**config.mk**
```make
export PLATFORM = sky130hd
export DESIGN_NAME = xpt_write_seq
export DESIGN_NICKNAME = d
export VERILOG_FILES = /design/src/rtl/xpt_seq_pkg.sv /design/src/rtl/xpt_row_map.sv /design/src/rtl/xpt_phase_timer.sv /design/src/rtl/xpt_write_seq.sv
export SDC_FILE = /design/constraint.sdc
export NUM_CORES = 1
export LEC_CHECK = 0
export BUFFER_PORTS_ARGS = -buffer_cell sky130_fd_sc_hd__buf_2
export CAP_MARGIN = 5
export CELL_PAD_IN_SITES_DETAIL_PLACEMENT = 2
export CELL_PAD_IN_SITES_GLOBAL_PLACEMENT = 2
export CORE_AREA = 3 3 59 61
export CTS_CLUSTER_DIAMETER = 200
export DETAILED_ROUTE_END_ITERATION = 6
export DIE_AREA = 0 0 62 64
export GPL_TIMING_DRIVEN = 0
export PLACE_DENSITY_LB_ADDON = 0.1
export SLEW_MARGIN = 20
export SYNTH_ARGS = -nofsm -noshare
export SYNTH_HDL_FRONTEND = slang
export SYNTH_SLANG_ARGS = --single-unit
export TNS_END_PERCENT = 1
```
**constraint.sdc**
```tcl
create_clock -name clk -period 3.8 [get_ports clk]
set_input_delay 0.19 -clock clk [delete_from_list [all_inputs] [get_ports clk]]
set_output_delay 0.19 -clock clk [all_outputs]
set_load 0.005 [all_outputs]
```
**src/rtl/xpt_seq_pkg.sv**
```systemverilog
package xpt_seq_pkg;

  typedef enum logic [2:0] {
    ST_IDLE,
    ST_SETUP,
    ST_PULSE,
    ST_HOLD,
    ST_CLEAR
  } seq_state_t;

  function automatic int unsigned max2(input int unsigned a, input int unsigned b);
    return (a > b) ? a : b;
  endfunction

endpackage

```
**src/rtl/xpt_row_map.sv**
```systemverilog
module xpt_row_map (
  input  logic [3:0] row,
  output logic [3:0] code
);

  // Physical rows 6-11 sit two codes higher; rows 12-13 fold into codes 6-7.
  always_comb begin
    code = row;
    if (row >= 4'd6 && row <= 4'd11) begin
      code = row + 4'd2;
    end else if (row == 4'd12 || row == 4'd13) begin
      code = row - 4'd6;
    end
  end

endmodule

```
**src/rtl/xpt_phase_timer.sv**
```systemverilog
module xpt_phase_timer #(
  parameter int unsigned CNT_W = 4
) (
  input  logic             clk,
  input  logic             rst_n,
  input  logic             restart,
  input  logic             cnt_en,
  input  logic [CNT_W-1:0] len,
  output logic             last
);

  logic [CNT_W-1:0] cnt_q;
  logic [CNT_W-1:0] cnt_d;

  always_comb begin
    cnt_d = cnt_q;
    if (restart) begin
      cnt_d = '0;
    end else if (cnt_en) begin
      cnt_d = cnt_q + CNT_W'(1);
    end
  end

  always_ff @(posedge clk or negedge rst_n) begin
    if (!rst_n) begin
      cnt_q <= '0;
    end else begin
      cnt_q <= cnt_d;
    end
  end

  assign last = (cnt_q == (len - CNT_W'(1)));

endmodule

```
**src/rtl/xpt_write_seq.sv**
```systemverilog
module xpt_write_seq
  import xpt_seq_pkg::*;
#(
  parameter int unsigned SETUP_CYC = 1,
  parameter int unsigned PULSE_CYC = 2,
  parameter int unsigned HOLD_CYC  = 1,
  parameter int unsigned CLR_CYC   = 4
) (
  input  logic       clk,
  input  logic       rst_n,
  input  logic       req_valid,
  output logic       req_ready,
  input  logic       req_clear,
  input  logic [3:0] req_row,
  input  logic [2:0] req_col,
  input  logic       req_on,
  output logic       sw_cs,
  output logic       sw_strobe,
  output logic       sw_rst,
  output logic [3:0] sw_addr_x,
  output logic [2:0] sw_addr_y,
  output logic       sw_data
);

  localparam int unsigned MAX_LEN = max2(max2(SETUP_CYC, PULSE_CYC), max2(HOLD_CYC, CLR_CYC));
  localparam int unsigned CNT_W   = $clog2(MAX_LEN + 1);

  seq_state_t       state_q, state_d;
  logic [CNT_W-1:0] phase_len;
  logic             phase_last;
  logic             restart;
  logic             accept;
  logic             load_wr;
  logic [3:0]       row_code;

  logic             cs_q, stb_q, rst_q;
  logic [3:0]       ax_q;
  logic [2:0]       ay_q;
  logic             data_q;

  xpt_row_map i_row_map (
    .row  (req_row),
    .code (row_code)
  );

  always_comb begin
    unique case (state_q)
      ST_SETUP: phase_len = CNT_W'(SETUP_CYC);
      ST_PULSE: phase_len = CNT_W'(PULSE_CYC);
      ST_HOLD:  phase_len = CNT_W'(HOLD_CYC);
      ST_CLEAR: phase_len = CNT_W'(CLR_CYC);
      default:  phase_len = CNT_W'(1);
    endcase
  end

  xpt_phase_timer #(.CNT_W(CNT_W)) i_timer (
    .clk     (clk),
    .rst_n   (rst_n),
    .restart (restart),
    .cnt_en  (state_q != ST_IDLE),
    .len     (phase_len),
    .last    (phase_last)
  );

  assign req_ready = (state_q == ST_IDLE);
  assign accept    = req_valid && req_ready;
  assign load_wr   = accept && !req_clear;

  // Next-state logic
  always_comb begin
    state_d = state_q;
    unique case (state_q)
      ST_IDLE:  if (accept) state_d = req_clear ? ST_CLEAR : ST_SETUP;
      ST_SETUP: if (phase_last) state_d = ST_PULSE;
      ST_PULSE: if (phase_last) state_d = ST_HOLD;
      ST_HOLD:  if (phase_last) state_d = ST_IDLE;
      ST_CLEAR: if (phase_last) state_d = ST_IDLE;
      default:  state_d = ST_IDLE;
    endcase
  end

  assign restart = (state_d != state_q);

  // State and output registers
  always_ff @(posedge clk or negedge rst_n) begin
    if (!rst_n) begin
      state_q <= ST_IDLE;
      cs_q    <= 1'b0;
      stb_q   <= 1'b0;
      rst_q   <= 1'b0;
    end else begin
      state_q <= state_d;
      cs_q    <= (state_d == ST_SETUP) || (state_d == ST_PULSE) || (state_d == ST_HOLD);
      stb_q   <= (state_d == ST_PULSE);
      rst_q   <= (state_d == ST_CLEAR);
    end
  end

  // Address and data holding registers, loaded only on an accepted write
  always_ff @(posedge clk or negedge rst_n) begin
    if (!rst_n) begin
      ax_q   <= '0;
      ay_q   <= '0;
      data_q <= 1'b0;
    end else if (load_wr) begin
      ax_q   <= row_code;
      ay_q   <= req_col;
      data_q <= req_on;
    end
  end

  assign sw_cs     = cs_q;
  assign sw_strobe = stb_q;
  assign sw_rst    = rst_q;
  assign sw_addr_x = ax_q;
  assign sw_addr_y = ay_q;
  assign sw_data   = data_q;


  strobe_excl_chk: assert property (@(posedge clk) disable iff (!rst_n)
    sw_strobe |-> (sw_cs && !sw_rst));


  strobe_setup_chk: assert property (@(posedge clk) disable iff (!rst_n)
    $rose(sw_strobe) |-> $past(sw_cs));


  strobe_hold_chk: assert property (@(posedge clk) disable iff (!rst_n)
    $fell(sw_strobe) |-> sw_cs);


  addr_stable_chk: assert property (@(posedge clk) disable iff (!rst_n)
    (sw_cs && $past(sw_cs)) |-> ($stable(sw_addr_x) && $stable(sw_addr_y) && $stable(sw_data)));


  clear_no_cs_chk: assert property (@(posedge clk) disable iff (!rst_n)
    sw_rst |-> !sw_cs);


  busy_ready_chk: assert property (@(posedge clk) disable iff (!rst_n)
    (sw_cs || sw_rst) |-> !req_ready);

endmodule

```
==> results of run 1 <==
[cells by family (layout without fill, tap and decap cells)]
group	Yosys count	after routing
AO/OA/AOI/OAI	22	22
XOR/XNOR	4	4
adder cells (fa/ha/maj)	2	2
buffers and inverters	8	36
flip-flops	17	17
multiplexers	6	6
AND/OR/NAND/NOR	23	23
[power breakdown]
part / switching (µW) / internal [µW] / leakage [µW]
Combinational: 214 / 205 / 0.000290
Clock: 54.9 / 40.7 / 0.0000150
Sequential: 44.8 / 263 / 0.000215
Total: 314 / 509 / 0.000520
[per-stage QoR]
| step | worst slack, ns | cell area [µm²] |
|---|---|---|
| 2_1_floorplan | 2.16 | 892 |
| 3_3_place_gp | 2.04 | 1060 |
| 3_5_place_dp | 1.99 | 1060 |
| 4_1_cts | 1.97 | 1100 |
| 5_1_grt | 1.93 | 1100 |
| 6_report | 1.98 | 1100 |
[final cells by class]
cell class                 count  area, µm²
inverter                       2       7.51
sequential                    17        425
multi-input combinational     57        424
fill                         339       1930
timing repair buffer          24        125
tap                           44       55.1
clock buffer                   4       26.3
buffer                         6       35.0
[critical path: cells and delay by family, from the launching register on]
family,cells,cell delay [ns]
buf+inv,2,0.34
flops,1,0.43
mux,1,0.30
simple gates,2,0.63
[layer usage]
layer | wire [µm] | track usage (%) | vias up
met3 | 54 | 3.03 | 2
met2 | 1120 | 19.6 | 17
met1 | 979 | 15.9 | 390
li1 | - | - | 350
met5 | 0 | 0 | -
met4 | 21 | 3.18 | 0
[registers in the layout, summed over array words and instances, names as in the netlist]
| register | count |
|---|---|
| sw_addr_x | 4 |
| state_q | 3 |
| sw_addr_y | 3 |
| sw_cs | 1 |
| sw_data | 1 |
| sw_rst | 1 |
| i_timer.cnt_q | 3 |
| sw_strobe | 1 |
[cell usage after synthesis, drive strengths merged, types with 2 or more instances]
cell    count  area [µm²]
nand3b      2        15.0
nand2       3        11.3
inv         2        7.51
o21ai       4        20.0
a221oi      2        17.5
a21oi       7        35.0
nor2        4        15.0
dfrtp      17         425
ha          2        25.0
o31ai       4        30.0
xnor2       3        26.3
nor3        3        15.0
buf         5        31.3
nand2b      4        25.0
mux2        6        86.3
a211oi      2        15.0
[path summary, 6_finish.rpt]
| path | startpoint | end | slack, ns |
|---|---|---|---|
| worst max-delay path | state_q[2] | sw_addr_y[0] | 1.98 |
| worst min-delay path | req_col[1] | sw_addr_y[1] | 0.14 |
| worst max register to register | state_q[2] | sw_addr_y[0] | 1.98 |
| worst min register to register | sw_addr_x[1] | sw_addr_x[1] | 0.51 |
| max in group asynchronous | rst_n | state_q[0] | 3.13 |
| min in group asynchronous | rst_n | sw_rst | 0.37 |
==> results.sh, run 1 <==
export IMPL_status="completed"
export IMPL_drc=0
export IMPL_numCtsBuffers=3
export IMPL_path_cells="or3_1 -> buf_2 -> or2_1 -> buf_6 -> mux2_4"
export IMPL_hold_path_class="input port to register"
export IMPL_p_total_uw=822
export IMPL_synth_seq_cells=17
export IMPL_cp_slowest_cell="dfrtp_1"
export IMPL_dpl_cell_count=149
export IMPL_synth_edf_count=0
export IMPL_rsz0062_at_grt="no"
export IMPL_root_buffer="clkbuf_4"
export IMPL_grt_antenna_before_repair=0
export IMPL_postCtsSetupBuffers=0
export IMPL_ys_seq_area_share_pct=47.7
export IMPL_slew_headroom_pct=63.9
export IMPL_setup_tns_ns=0
export IMPL_avgSynthCellArea_um2=10.9
export IMPL_tightest_slew_ns=0.534
export IMPL_final_common_cell="buf_2"
export IMPL_timing_hold_ws_ns=0.141
export IMPL_path_max_fanout=9
export IMPL_syn_nets=96
export IMPL_num_vias=759
export IMPL_die_h_um=64
export IMPL_cts_sinks=17
export IMPL_ant_nets=0
export IMPL_routed_wl_um=2170
export IMPL_cp_data_arrival_time_ns=1.99
export IMPL_routedWlPerCell_um=14.1
export IMPL_maxCapViolations=0
export IMPL_cp_start_kind="register"
export IMPL_netlist_instances=82
export IMPL_rows=20
export IMPL_clock_path_buffers=2
export IMPL_hold_buffers=1
export IMPL_insertion_delay_ns=0.29
export IMPL_clkTransAtPathRegs_ns=0.10
export IMPL_fin_skew_ns=0.0122
export IMPL_overflow=0
export IMPL_diodes=0
export IMPL_drive_gt1_share_pct=35.5
export IMPL_synth_mux_area_share_pct=9.68
export IMPL_finalNetCount=125
export IMPL_max_freq_mhz=549
export IMPL_cp_required_ns=3.97
export IMPL_htree_num_levels=1
export IMPL_grt_pass1_wl_um=3620
export IMPL_grt_max_degree=18
export IMPL_viasPerCell=4.93
export IMPL_synthAdderAreaFrac_pct=2.81
export IMPL_crit_path_end_kind="register"
export IMPL_mostFrequentLayoutCells="buf_2, dfrtp_1, a21oi_1"
export IMPL_p_leak_uw=0.000520
export IMPL_cts_resized=0
export IMPL_post_route_util_pct=36.3
export IMPL_max_stage_delay_ns=0.43
export IMPL_slew_violations=0
export IMPL_synth_xor_area_share_pct=3.93
export IMPL_hold_viol=0
export IMPL_period_needed_ns=1.82
export IMPL_io_pins=24
export IMPL_min_path_cells=2
export IMPL_setup_violations=0
export IMPL_drt_iter0_drc=7
export IMPL_peakVddDrop_uv=187
export IMPL_async_flop_share_pct=100
export IMPL_dieArea_mm2=0.00397
export IMPL_start_util_pct=29.5
export IMPL_yosysUniqueCellTypes=30
export IMPL_dr_pass1_iters=4
export IMPL_synth_compound_area_share_pct=15.8
export IMPL_dp_hpwl_um=1630
export IMPL_synth_top_family_by_area="compound AO/OA/AOI/OAI gates"
export IMPL_gp_congestion=0.687
export IMPL_grt_use_total_pct=12.2
export IMPL_synth_cell_area_um2=892
export IMPL_cts_tree="yes"
export IMPL_finalCritPeriodShare_pct=47.9
export IMPL_core_mm2=0.00303
export IMPL_grt_pass1_vias=783
export IMPL_synthFlopType="dfrtp_1"
export IMPL_powerDensity_mw_per_mm2=749
export IMPL_portBuffers=23
export IMPL_reg2reg_depth=5
export IMPL_die_w_um=62
export IMPL_yosysWarnings=0
export IMPL_synth_simple_area_share_pct=15.3
export IMPL_area_delta_synth_final_pct=23.1
export IMPL_stdcell_count=154
export IMPL_crit_type="register to register"
Power figures use the tool's default switching activity.
==> run 2: changes to the inputs <==
--- a/config.mk
+++ b/config.mk
@@ -5,14 +5,15 @@
 export SDC_FILE = /design/constraint.sdc
 export NUM_CORES = 1
 export LEC_CHECK = 0
+export ABC_AREA = 1
 export BUFFER_PORTS_ARGS = -buffer_cell sky130_fd_sc_hd__buf_2
 export CAP_MARGIN = 5
 export CELL_PAD_IN_SITES_DETAIL_PLACEMENT = 2
 export CELL_PAD_IN_SITES_GLOBAL_PLACEMENT = 2
-export CORE_AREA = 3 3 59 61
+export CORE_AREA = 3 3 64 66
 export CTS_CLUSTER_DIAMETER = 200
 export DETAILED_ROUTE_END_ITERATION = 6
-export DIE_AREA = 0 0 62 64
+export DIE_AREA = 0 0 67 69
 export GPL_TIMING_DRIVEN = 0
 export PLACE_DENSITY_LB_ADDON = 0.1
 export SLEW_MARGIN = 20
==> constraint.sdc (replaced) <==
create_clock -name clk -period 1.5 [get_ports clk]
set_input_delay 0.075 -clock clk [delete_from_list [all_inputs] [get_ports clk]]
set_output_delay 0.075 -clock clk [all_outputs]
set_load 0.005 [all_outputs]
==> run 2 against run 1 <==
The flow now finishes with violations (negative setup slack). First-iteration DRC count grew to 5.0 times the previous value. Via count rose by 19%. Sequential power rose to 2.6 times the previous value. Area after synthesis is 3.2% higher. Die area up 17%. Clock skew shrank 0.0089 ns. Critical path type unchanged. Highest routed layer unchanged.
==> results.sh, run 2 <==
export IMPL_status="complete, but fails checks"
export IMPL_violations="negative setup slack"
export IMPL_drt_iter0_drc=35
export IMPL_synth_top_area_share_pct=46.2
export IMPL_slew_headroom_pct=72.3
export IMPL_peakVddDrop_uv=530
export IMPL_yosys_cell_count_top_type="nand2_1"
export IMPL_final_common_cell="nand2_1"
export IMPL_clock_path_buffers=2
export IMPL_portBuffers=23
export IMPL_async_flop_share_pct=100
export IMPL_max_freq_mhz=624
export IMPL_fin_skew_ns=0.00329
export IMPL_grt_pass1_vias=981
export IMPL_syn_nets=127
export IMPL_dp_hpwl_um=1880
export IMPL_drive_gt1_share_pct=48.7
export IMPL_core_mm2=0.00363
export IMPL_synth_area_leaders="dfrtp_1, nand2_1, nand3_1, inv_1, xor2_1"
export IMPL_grt_pass1_wl_um=4550
export IMPL_grt_max_degree=18
export IMPL_cts_tree="yes"
export IMPL_period_needed_ns=1.60
export IMPL_rsz0062_at_grt="yes"
export IMPL_r2r_slack_ns=-0.10
export IMPL_drc=0
export IMPL_max_stage_delay_ns=0.45
export IMPL_path_delay_family="flip-flops"
export IMPL_area_delta_synth_final_pct=49.7
export IMPL_fillers=434
export IMPL_largest_reg_flops=4
export IMPL_powerDensity_mw_per_mm2=2040
export IMPL_path_max_fanout=5
export IMPL_maxCapViolations=0
export IMPL_gp_congestion=0.730
export IMPL_die_w_um=67
export IMPL_finalCritPeriodShare_pct=107
export IMPL_dr_pass1_iters=4
export IMPL_cts_sinks=17
export IMPL_htree_num_levels=1
export IMPL_clkTransAtPathRegs_ns=0.07
export IMPL_p_total_uw=2820
export IMPL_setup_violations=13
export IMPL_timing_hold_ws_ns=0.0182
export IMPL_synth_area_leader_cell="dfrtp_1"
export IMPL_cp_data_arrival_time_ns=1.74
export IMPL_synth_cell_area_um2=921
export IMPL_die_h_um=69
export IMPL_grt_antenna_before_repair=0
export IMPL_ys_top_cells_by_count="nand2_1, dfrtp_1, nand3_1"
export IMPL_crit_type="register to register"
export IMPL_yosysWarnings=0
export IMPL_cp_common_cell="buf_6"
export IMPL_finalNetCount=169
export IMPL_cp_slowest_cell="dfrtp_2"
export IMPL_yosysUniqueCellTypes=25
export IMPL_synthFlopType="dfrtp_1"
export IMPL_netlist_instances=113
export IMPL_diodes=0
export IMPL_path_cells="nor2_4 -> buf_6 -> nand2_8 -> nor3_4 -> inv_2 -> buf_6 -> mux2_4"
export IMPL_ys_seq_area_share_pct=46.2
export IMPL_post_route_util_pct=37.9
export IMPL_tightest_slew_ns=0.415
export IMPL_slew_violations=0
export IMPL_crit_buf_inv=3
export IMPL_ant_nets=0
export IMPL_routed_wl_um=2730
export IMPL_synth_seq_cells=17
export IMPL_root_buffer="clkbuf_8"
export IMPL_hold_path_class="input port to register"
export IMPL_cp_start_kind="register"
export IMPL_overflow=0
export IMPL_grt_use_total_pct=12.7
export IMPL_io_pins=24
export IMPL_p_leak_uw=0.000723
export IMPL_insertion_delay_ns=0.26
export IMPL_start_util_pct=25.3
export IMPL_hold_viol=0
export IMPL_setup_slack_ns=-0.102
export IMPL_num_vias=903
export IMPL_avgSynthCellArea_um2=8.15
export IMPL_rows=22
export IMPL_numCtsBuffers=3
export IMPL_cp_required_ns=1.64
export IMPL_viasPerCell=4.47
export IMPL_synth_edf_count=0
export IMPL_crit_path_end_kind="register"
export IMPL_mostFrequentLayoutCells="nand2_1, buf_2, dfrtp_1"
export IMPL_routedWlPerCell_um=13.5
export IMPL_dieArea_mm2=0.00462
[run 2: layout make-up]
| type | instances | area (µm²) | area share [%] |
|---|---|---|---|
| multi-input combinational | 80 | 528 | 38.3 |
| sequential | 17 | 429 | 31.1 |
| timing repair buffer | 38 | 246 | 17.9 |
| tap | 48 | 60.1 | 4.36 |
| inverter | 14 | 57.6 | 4.17 |
| clock buffer | 3 | 41.3 | 2.99 |
| buffer | 1 | 11.3 | 0.817 |
| clock inverter | 1 | 5.00 | 0.363 |
[run 2: kinds of logic (layout without fill, tap and decap cells)]
logic type	after synthesis	after routing	share of synthesized area, %
buffers and inverters	16	57	7.47
adder cells (fa/ha/maj)	2	2	2.72
XOR/XNOR	3	3	2.85
multiplexers	1	1	1.63
AND/OR/NAND/NOR	65	65	34.1
AO/OA/AOI/OAI	9	9	5.03
flip-flops	17	17	46.2
[run 2: stage by stage]
step / setup WS (ns) / setup TNS [ns] / area (µm²) / std cells
finish: -0.102 / -0.756 / 1380 / 202
global route: -0.213 / -2.25 / 1380 / 202
CTS: -0.0732 / -0.520 / 1240 / 198
detailed placement: -0.278 / -1.66 / 1100 / 184
global placement: -0.251 / -1.14 / 1100 / 184
floorplan: -0.00818 / -0.00818 / 921 / 113
[run 2: metal layers]
metal  up-vias  global-route usage [%]  wire (µm)
li1        438                       -          -
met1       447                    16.4       1220
met2        16                    21.1       1400
met3         2                    2.93         89
met4         0                    3.38         18
met5         -                       0          0
[run 2: worst reg2reg max path, cell delays in order (launching register included)]
cell and delay, ns:
dfrtp_2 0.45, nor2_4 0.19, buf_6 0.14, nand2_8 0.05
nor3_4 0.17, inv_2 0.07, buf_6 0.13, mux2_4 0.29
[run 2: power breakdown]
part	total (µW)	switching [µW]	leakage (µW)	internal [µW]
Combinational	1670	917	0.000485	755
Clock	357	172	0.0000255	185
Sequential	789	133	0.000213	656
Total	2820	1220	0.000723	1600
[run 2: final timing paths]
check / endpoint / cells after the start / from
setup reg to reg: sw_addr_x[2] / 7 / state_q[0]
hold reg to reg: sw_addr_y[1] / 2 / sw_addr_y[1]
setup / recovery: sw_addr_x[2] / 7 / state_q[0]
hold / removal: sw_addr_y[1] / 3 / req_col[1]
max in group asynchronous: state_q[0] / 2 / rst_n
min in group asynchronous: i_timer.cnt_q[0] / 2 / rst_n
[run 2: timing repair]
item	CTS	global route
setup buffers	10	4
pin swaps	6	11
hold endpoints to repair	17	0
gates resized for setup	7	22
hold buffers	1	0
setup endpoints to repair	14	14
==> run 3: changes to the inputs <==
--- a/config.mk
+++ b/config.mk
@@ -11,11 +11,13 @@
 export CELL_PAD_IN_SITES_DETAIL_PLACEMENT = 2
 export CELL_PAD_IN_SITES_GLOBAL_PLACEMENT = 2
 export CORE_AREA = 3 3 64 66
-export CTS_CLUSTER_DIAMETER = 200
+export CTS_CLUSTER_DIAMETER = 50
 export DETAILED_ROUTE_END_ITERATION = 6
 export DIE_AREA = 0 0 67 69
 export GPL_TIMING_DRIVEN = 0
 export PLACE_DENSITY_LB_ADDON = 0.1
+export RECOVER_POWER = 100
+export SKIP_LAST_GASP = 1
 export SLEW_MARGIN = 20
 export SYNTH_ARGS = -nofsm -noshare
 export SYNTH_HDL_FRONTEND = slang
==> run 3 against run 2 <==
Critical endpoint is now sw_cs. Combinational power about the same. Setup slack got worse by 0.0075 ns. Sequential share of layout area increased by 0.40 points. Cell area decreased by 1.3%. Largest cell class unchanged. Global-route usage unchanged. First-iteration DRC count unchanged. Non-clock buffer count unchanged. Largest power group unchanged. The run still ends with negative setup slack left. Sequential power decreased by 0.5%.
==> results.sh, run 3 (same netlist as run 2, synthesis figures left out) <==
export IMPL_htree_num_levels=1
export IMPL_multi_input_area_um2=518
export IMPL_cts_sinks=17
export IMPL_drive_gt1_share_pct=42.9
export IMPL_cp_data_arrival_time_ns=1.75
export IMPL_clock_path_buffers=2
export IMPL_maxCapViolations=0
export IMPL_routed_wl_um=2720
export IMPL_cp_slowest_cell="dfrtp_2"
export IMPL_routedWlPerCell_um=13.4
export IMPL_p_total_uw=2780
export IMPL_finalNetCount=169
export IMPL_period_needed_ns=1.61
export IMPL_cp_required_ns=1.64
export IMPL_p_leak_uw=0.000704
export IMPL_largest_reg_flops=4
export IMPL_path_max_fanout=5
export IMPL_insertion_delay_ns=0.26
export IMPL_drt_iter0_drc=35
export IMPL_fin_skew_ns=0.00350
export IMPL_area_delta_synth_final_pct=47.8
export IMPL_setup_slack_ns=-0.109
export IMPL_mostFrequentLayoutCells="nand2_1, buf_2, dfrtp_1"
export IMPL_diodes=0
export IMPL_num_vias=905
export IMPL_finalCritPeriodShare_pct=107
export IMPL_clkTransAtPathRegs_ns=0.07
export IMPL_grt_pass1_vias=981
export IMPL_portBuffers=23
export IMPL_peakVddDrop_uv=511
export IMPL_fillers=439
export IMPL_hold_viol=0
export IMPL_status="complete, but fails checks"
export IMPL_grt_pass1_wl_um=4560
export IMPL_dr_pass1_iters=4
export IMPL_drc=0
export IMPL_start_util_pct=25.3
export IMPL_final_common_cell="nand2_1"
export IMPL_dieArea_mm2=0.00462
export IMPL_crit_type="register to register"
export IMPL_powerDensity_mw_per_mm2=2040
export IMPL_die_h_um=69
export IMPL_rows=22
export IMPL_ant_nets=0
export IMPL_violations="negative setup slack"
export IMPL_tightest_slew_ns=0.988
export IMPL_die_w_um=67
export IMPL_cts_tree="yes"
export IMPL_grt_use_total_pct=12.7
export IMPL_place_ws_ns=-0.278
export IMPL_grt_max_degree=18
export IMPL_rsz0062_at_grt="yes"
export IMPL_io_pins=24
export IMPL_reg2reg_from="state_q[2]"
export IMPL_setup_violations=13
export IMPL_core_mm2=0.00363
export IMPL_numCtsBuffers=3
export IMPL_viasPerCell=4.48
export IMPL_seq_area_um2=429
export IMPL_gp_congestion=0.730
export IMPL_max_stage_delay_ns=0.44
export IMPL_overflow=0
export IMPL_root_buffer="clkbuf_8"
export IMPL_slew_headroom_pct=34.1
export IMPL_grt_antenna_before_repair=0
export IMPL_crit_path_end_kind="register"
export IMPL_dp_hpwl_um=1880
export IMPL_slew_violations=0
export IMPL_hold_path_class="input port to register"
export IMPL_max_freq_mhz=621
export IMPL_cp_start_kind="register"
export IMPL_setup_worst_path_start="state_q[2]"
export IMPL_path_cells="buf_12 -> inv_6 -> nand2_1 -> nand3_1 -> nand2_2 -> nand3b_1 -> buf_4 -> nand3_2 -> or2_1"
export IMPL_holdCritStartpoint="req_col[1]"
==> run 3: changes by cell type in the layout (fill, tap and decap cells not counted), sizes merged <==
cell,delta
clkbuf,+5
buf,-5
==> run 3: power breakdown <==
part / switching (µW) / leakage [µW] / internal, µW
Clock: 172 / 0.0000255 / 185
Sequential: 128 / 0.000213 / 656
Combinational: 908 / 0.000465 / 731
==> run 3: worst max-delay path: cells and delay by family (launching register included) <==
kind	cells	cell delay, ns
flops	1	0.44
simple gates	6	0.70
buf+inv	3	0.35
==> run 3: worst paths after layout <==
path | depth (start not counted) | slack (ns) | end
min reg2reg | 2 | 0.47 | sw_addr_y[1]
min in group asynchronous | 2 | 0.50 | i_timer.cnt_q[0]
max in group asynchronous | 2 | 0.34 | state_q[0]
min | 3 | 0.02 | sw_addr_y[1]
max reg2reg | 9 | -0.11 | sw_cs
max | 9 | -0.11 | sw_cs
==> run 3: routing by layer <==
layer | vias to the layer above | GRT usage (%) | wire (µm)
met4 | 0 | 3.38 | 18
met3 | 2 | 2.93 | 90
met5 | - | 0 | 0
met1 | 448 | 16.4 | 1210
met2 | 16 | 21.1 | 1400
li1 | 439 | - | -
==> run 3: area by class of cell <==
type	instances	share of cell area [%]
Timing Repair Buffer	38	17.6
Tap cell	48	4.41
Inverter	14	4.23
Sequential cell	17	31.5
Multi-Input combinational cell	80	38.1
Clock buffer	3	3.03
Buffer	1	0.827
Clock inverter	1	0.368
==> run 3: what timing repair did <==
action	4_1_cts	5_1_grt
setup buffers	10	4
setup endpoints to repair	14	14
hold endpoints to repair	17	0
gates resized for setup	7	19
hold buffers	1	0
pin swaps	6	10
==> run 3: per-stage QoR <==
| step | setup TNS (ns) | hold slack (ns) | area [µm²] | util, % | cells |
|---|---|---|---|---|---|
| 2_1_floorplan | -0.00818 | -0.221 | 921 | - | 113 |
| 3_3_place_gp | -1.14 | 0.0337 | 1100 | 30.2 | 184 |
| 3_5_place_dp | -1.66 | 0.0378 | 1100 | 30.2 | 184 |
| 4_1_cts | -0.520 | 0.0120 | 1240 | 34.2 | 198 |
| 5_1_grt | -2.31 | 0.0190 | 1360 | 37.5 | 202 |
| 6_report | -0.819 | 0.0185 | 1360 | 37.5 | 202 |
